## config.mk

```make
export PLATFORM = sky130hd
export DESIGN_NAME = trim_bank_top
export DESIGN_NICKNAME = d
export VERILOG_FILES = /design/src/rtl/trim_pkg.sv /design/src/rtl/trim_sync_edge.sv /design/src/rtl/trim_frame_rx.sv /design/src/rtl/trim_latch_bank.sv /design/src/rtl/trim_bank_top.sv
export SDC_FILE = /design/constraint.sdc
export NUM_CORES = 1
export LEC_CHECK = 0
export ABC_AREA = 1
export CAP_MARGIN = 0
export CELL_PAD_IN_SITES_DETAIL_PLACEMENT = 2
export CELL_PAD_IN_SITES_GLOBAL_PLACEMENT = 2
export CORE_MARGIN = 1.5
export CORE_UTILIZATION = 25
export DETAILED_ROUTE_END_ITERATION = 16
export DONT_BUFFER_PORTS = 1
export PLACE_DENSITY = 0.58
export SYNTH_ARGS = -nofsm -noshare
export SYNTH_HDL_FRONTEND = slang
export SYNTH_SLANG_ARGS = --single-unit
```

## constraint.sdc

```tcl
create_clock -name clk -period 2 [get_ports clk]
set_input_delay 0.5 -clock clk [delete_from_list [all_inputs] [get_ports clk]]
set_output_delay 0.5 -clock clk [all_outputs]
set_load 0.03 [all_outputs]
```

## src/rtl/trim_pkg.sv

```systemverilog
package trim_pkg;
  localparam int CH_COUNT  = 12;
  localparam int CH_ADDR_W = 4;
  localparam int CODE_BITS = 8;
  localparam int SYNC_LEN  = 2;
  localparam logic [CODE_BITS-1:0] CODE_MID = 8'h80;
endpackage

```

## src/rtl/trim_sync_edge.sv

```systemverilog
module trim_sync_edge #(
  parameter int W = 3,
  parameter int STAGES = 2,
  parameter logic [W-1:0] RST_VAL = '0
) (
  input  logic         clk,
  input  logic         rst_n,
  input  logic [W-1:0] d_async,
  output logic [W-1:0] lvl,
  output logic [W-1:0] rise,
  output logic [W-1:0] fall
);
  for (genvar g = 0; g < W; g++) begin : g_bit
    logic [STAGES:0] chain;
    always_ff @(posedge clk or negedge rst_n) begin
      if (!rst_n) chain <= {(STAGES+1){RST_VAL[g]}};
      else        chain <= {chain[STAGES-1:0], d_async[g]};
    end
    assign lvl[g]  = chain[STAGES-1];
    assign rise[g] = chain[STAGES-1] & ~chain[STAGES];
    assign fall[g] = ~chain[STAGES-1] & chain[STAGES];
  end
endmodule

```

## src/rtl/trim_frame_rx.sv

```systemverilog
module trim_frame_rx #(
  parameter int ADDR_W = 4,
  parameter int CODE_W = 8
) (
  input  logic              clk,
  input  logic              rst_n,
  input  logic              cs_lvl,
  input  logic              cs_rise,
  input  logic              cs_fall,
  input  logic              sck_rise,
  input  logic              din,
  output logic              wr_en,
  output logic [ADDR_W-1:0] wr_addr,
  output logic [CODE_W-1:0] wr_code
);
  localparam int WORD_W = ADDR_W + CODE_W;
  localparam int LIM    = WORD_W + 1;
  localparam int CNT_W  = $clog2(LIM + 1);
  localparam logic [CNT_W-1:0] CNT_FULL = CNT_W'(WORD_W);
  localparam logic [CNT_W-1:0] CNT_LIM  = CNT_W'(LIM);

  logic [WORD_W-1:0] sr;
  logic [CNT_W-1:0]  cnt;

  always_ff @(posedge clk or negedge rst_n) begin
    if (!rst_n) begin
      sr  <= '0;
      cnt <= '0;
    end else if (cs_fall) begin
      cnt <= '0;
    end else if (!cs_lvl && sck_rise) begin
      sr <= {sr[WORD_W-2:0], din};
      if (cnt != CNT_LIM) cnt <= cnt + 1'b1;
    end
  end

  always_ff @(posedge clk or negedge rst_n) begin
    if (!rst_n) begin
      wr_en   <= 1'b0;
      wr_addr <= '0;
      wr_code <= '0;
    end else begin
      wr_en   <= cs_rise && (cnt == CNT_FULL);
      wr_addr <= sr[WORD_W-1 -: ADDR_W];
      wr_code <= sr[CODE_W-1:0];
    end
  end

  AST_CNT_BOUND: assert property (@(posedge clk) disable iff (!rst_n)
    cnt <= CNT_LIM);
  AST_WR_FULL_ONLY: assert property (@(posedge clk) disable iff (!rst_n)
    wr_en |-> cnt == CNT_FULL);
  AST_NO_SHIFT_DESELECTED: assert property (@(posedge clk) disable iff (!rst_n)
    cs_lvl |=> $stable(sr));
endmodule

```

## src/rtl/trim_latch_bank.sv

```systemverilog
module trim_latch_bank #(
  parameter int N_CH = 12,
  parameter int ADDR_W = 4,
  parameter int CODE_W = 8,
  parameter logic [CODE_W-1:0] MID = 8'h80
) (
  input  logic                     clk,
  input  logic                     rst_n,
  input  logic                     wr_en,
  input  logic [ADDR_W-1:0]        wr_addr,
  input  logic [CODE_W-1:0]        wr_code,
  output logic [N_CH*CODE_W-1:0]   codes_flat
);
  localparam logic [ADDR_W-1:0] LAST_CH = ADDR_W'(N_CH - 1);

  for (genvar g = 0; g < N_CH; g++) begin : g_ch
    localparam logic [ADDR_W-1:0] MY_ADDR = ADDR_W'(g);
    logic              hit;
    logic [CODE_W-1:0] code_q;
    assign hit = wr_en && (wr_addr == MY_ADDR);
    always_ff @(posedge clk or negedge rst_n) begin
      if (!rst_n)   code_q <= MID;
      else if (hit) code_q <= wr_code;
    end
    assign codes_flat[g*CODE_W +: CODE_W] = code_q;
  end

  AST_WRITE_LANDS: assert property (@(posedge clk) disable iff (!rst_n)
    (wr_en && wr_addr <= LAST_CH) |=>
      codes_flat[$past(wr_addr)*CODE_W +: CODE_W] == $past(wr_code));
  AST_IDLE_HOLD: assert property (@(posedge clk) disable iff (!rst_n)
    !wr_en |=> $stable(codes_flat));
  AST_BAD_ADDR_IGNORED: assert property (@(posedge clk) disable iff (!rst_n)
    (wr_en && wr_addr > LAST_CH) |=> $stable(codes_flat));
endmodule

```

## src/rtl/trim_bank_top.sv

```systemverilog
module trim_bank_top
  import trim_pkg::*;
#(
  parameter int N_CH   = CH_COUNT,
  parameter int ADDR_W = CH_ADDR_W,
  parameter int CODE_W = CODE_BITS,
  parameter int SYNC_STAGES = SYNC_LEN
) (
  input  logic                   clk,
  input  logic                   rst_n,
  input  logic                   ser_cs_n,
  input  logic                   ser_clk,
  input  logic                   ser_din,
  input  logic                   pd_req,
  output logic                   pd_status,
  output logic [N_CH*CODE_W-1:0] codes
);
  localparam int IDX_CS  = 2;
  localparam int IDX_SCK = 1;
  localparam int IDX_DIN = 0;

  logic [2:0] s_lvl, s_rise, s_fall;
  logic              wr_en;
  logic [ADDR_W-1:0] wr_addr;
  logic [CODE_W-1:0] wr_code;

  trim_sync_edge #(.W(3), .STAGES(SYNC_STAGES), .RST_VAL(3'b100)) u_sync (
    .clk(clk), .rst_n(rst_n),
    .d_async({ser_cs_n, ser_clk, ser_din}),
    .lvl(s_lvl), .rise(s_rise), .fall(s_fall)
  );

  trim_frame_rx #(.ADDR_W(ADDR_W), .CODE_W(CODE_W)) u_rx (
    .clk(clk), .rst_n(rst_n),
    .cs_lvl(s_lvl[IDX_CS]), .cs_rise(s_rise[IDX_CS]), .cs_fall(s_fall[IDX_CS]),
    .sck_rise(s_rise[IDX_SCK]), .din(s_lvl[IDX_DIN]),
    .wr_en(wr_en), .wr_addr(wr_addr), .wr_code(wr_code)
  );

  trim_latch_bank #(.N_CH(N_CH), .ADDR_W(ADDR_W), .CODE_W(CODE_W), .MID(CODE_MID)) u_bank (
    .clk(clk), .rst_n(rst_n),
    .wr_en(wr_en), .wr_addr(wr_addr), .wr_code(wr_code),
    .codes_flat(codes)
  );

  always_ff @(posedge clk or negedge rst_n) begin
    if (!rst_n) pd_status <= 1'b0;
    else        pd_status <= pd_req;
  end

  AST_PD_TRACK_ON: assert property (@(posedge clk) disable iff (!rst_n)
    pd_req |=> pd_status);
  AST_PD_TRACK_OFF: assert property (@(posedge clk) disable iff (!rst_n)
    !pd_req |=> !pd_status);
  AST_PD_KEEPS_CODES: assert property (@(posedge clk) disable iff (!rst_n)
    (pd_req != pd_status && !wr_en) |=> $stable(codes));
endmodule

```

==> metrics <==
status=finished with violations; failing checks=hold timing; CTS tree=yes; Max Cap Violations=0; # clock sinks=roughly 130; fin. max-slew vios=0; fillcell total=between 2000 and 2500; Syn. warnings=0; sequential area share after synthesis=a little over two thirds; clk slew on worst S/H paths=60 ps; setup_tns=0 ps; final instance area=between 5000 and 6000 um^2; wirelength, routed=around 13000 um; cell count after placement=689; VDD IR max=around 0.00063 V; Die Width=142 um; Vias=about 3100; Static Leak=roughly 2.5 nW; Root Buffer=clkbuf_16; area grow syn2layout=15.8%; DR WL/cell=18.3 um; Vert. Die Dim=142 um; Resized cells post-CTS=0; Synth Instances=about 450; Setup crit start kind=register; Pwr Total=0.00661 W; share of cells above drive strength 1=a little over a tenth; Setup Buffers After CTS=0; RSZ-0062 raised after global routing=false; Tightest Pin Transition=roughly 690 ps; worst path required time=about 1500 ps; Placed Area=between 5000 and 6000 um^2; initial core utilization=25.6%; port bufs=0; fin nets=about 460; hold_ws=-216 ps; synthesized area=roughly 4800 um^2; Initial DRC Count=96; #FFs+latches synth=approximately 130; ANT cells=0; global-route wire length before repair=20900 um; core box area=around 19000 um^2; number of vias per cell=4.35; HP Class=in -> async; CP Max Fanout=2; DRC=0; Hold Violations, Final=129; syn_area_per_cell=10.8 um^2; GRT Util Overall=approximately 14%; FP Rows=50; Pwr Density=around 1200 nW/um^2; critical path type=reg -> out; Unique masters post-synth=16; largest net degree at the start of global routing=about 140; min Tclk post-route=~1600 ps; Critical Path AT=around 1100 ps; post-synthesis net count=approximately 460; worst rel slew slack=a little over half; Max Freq=roughly 640 MHz; 1st-pass router iterations=4; io pins=slightly above 100; Clock Tree Buf Depth=2; Routability Congestion=0.676; final std cells w/o fill=between 700 and 800; ANT nets after route=0; Worst Clk Skew=roughly 6.8 ps; Overflow after GRT=0; CTS Buf Count=17; CP Capture Type=primary output; htree depth=4; initial antenna violation count=0; Final period util=between 70 and 80%; die area=between 20000 and 25000 um^2; worst skew pair latency=410 ps; Final setup viols=0; vias in the first global route=3443; Post-DP HPWL=8400 um
logic make-up after synthesis:
logic type | Yosys count | synth area share [%]
simple gates | 152 | 12.2
fa+ha+maj | 3 | 0.779
buf+inv | 47 | 5.32
xor+xnor | 1 | 0.182
flops | 134 | 70.0
compound gates | 111 | 11.5
cells in the mapped netlist, drive strengths merged:
library cell,n,area (um^2)
a21oi,6,30.0
nor2,16,65.1
dfstp,15,394
ha,3,37.5
o21ai,105,526
nand3,9,45.0
buf,14,133
inv,25,93.8
clkbuf,8,30.0
xnor2,1,8.76
nand4,1,6.26
dfrtp,119,2980
nand2,126,473
where the power goes:
| part | total, W | switching [W] | internal, W |
|---|---|---|---|
| clock | 0.00309 | 0.00116 | 0.00192 |
| combinational | 0.000474 | 0.000383 | 0.0000914 |
| sequential | 0.00305 | 0.000156 | 0.00290 |
| total | 0.00661 | 0.00170 | 0.00491 |
per-stage QoR:
step	worst slack [ps]	utilization, %
2_1_floorplan	783	-
3_3_place_gp	596	26.6
3_5_place_dp	438	26.6
4_1_cts	415	29.6
5_1_grt	243	29.6
6_report	435	29.6
flip-flops by register name, indices dropped and copies added (netlist names):
register and flops:
u_bank.g_ch.code_q 96, u_rx.sr 12, u_rx.wr_code 8, u_sync.g_bit.chain 8, u_rx.cnt 4, u_rx.wr_addr 4
pd_status 1, u_rx.wr_en 1
placed cells by master (no fill, tap or decap):
cell type and count:
nand2_1 126, dfrtp_1 119, o21ai_0 99, inv_1 25, clkbuf_16 17, dfstp_2 15, nor2_1 14, nand3_1 9
a21oi_1 6, o21ai_1 6, clkinv_2 5, ha_1 3, clkbuf_1 3, clkbuf_8 3, buf_4 3, nor2_2 2
clkinvlp_4 2, bufinv_16 2, nand4_1 1, xnor2_1 1
cell type report:
cell class	count	area [um^2]	share of cell area [%]
inverters	25	93.8	1.68
repair buffers	3	22.5	0.403
flip-flops and latches	134	3370	60.4
clock inverters	9	100	1.79
well taps	260	325	5.83
multi-input cells	267	1190	21.3
clock buffers	23	478	8.56
worst paths after layout:
path                                          start                  endpoint  slack (ps)  cells after the start
max in group asynchronous                     rst_n  u_bank.g_ch[1].code_q[7]        1970                      0
setup / recovery           u_bank.g_ch[7].code_q[7]                 codes[63]         440                      0
hold reg to reg            u_sync.g_bit[0].chain[0]  u_sync.g_bit[0].chain[1]         350                      0
min in group clk                           ser_cs_n  u_sync.g_bit[2].chain[0]          80                      0
hold / removal                                rst_n  u_bank.g_ch[4].code_q[2]        -220                      0
setup reg to reg                    u_rx.wr_addr[2]  u_bank.g_ch[3].code_q[3]         470                      4
metal layers:
metal | routed length [um] | GRT usage [%]
met5 | 0 | 0
met4 | 184 | 5.53
met3 | 849 | 4.59
met2 | 6330 | 22.6
met1 | 5840 | 17.3
Power figures use the tool's default switching activity.
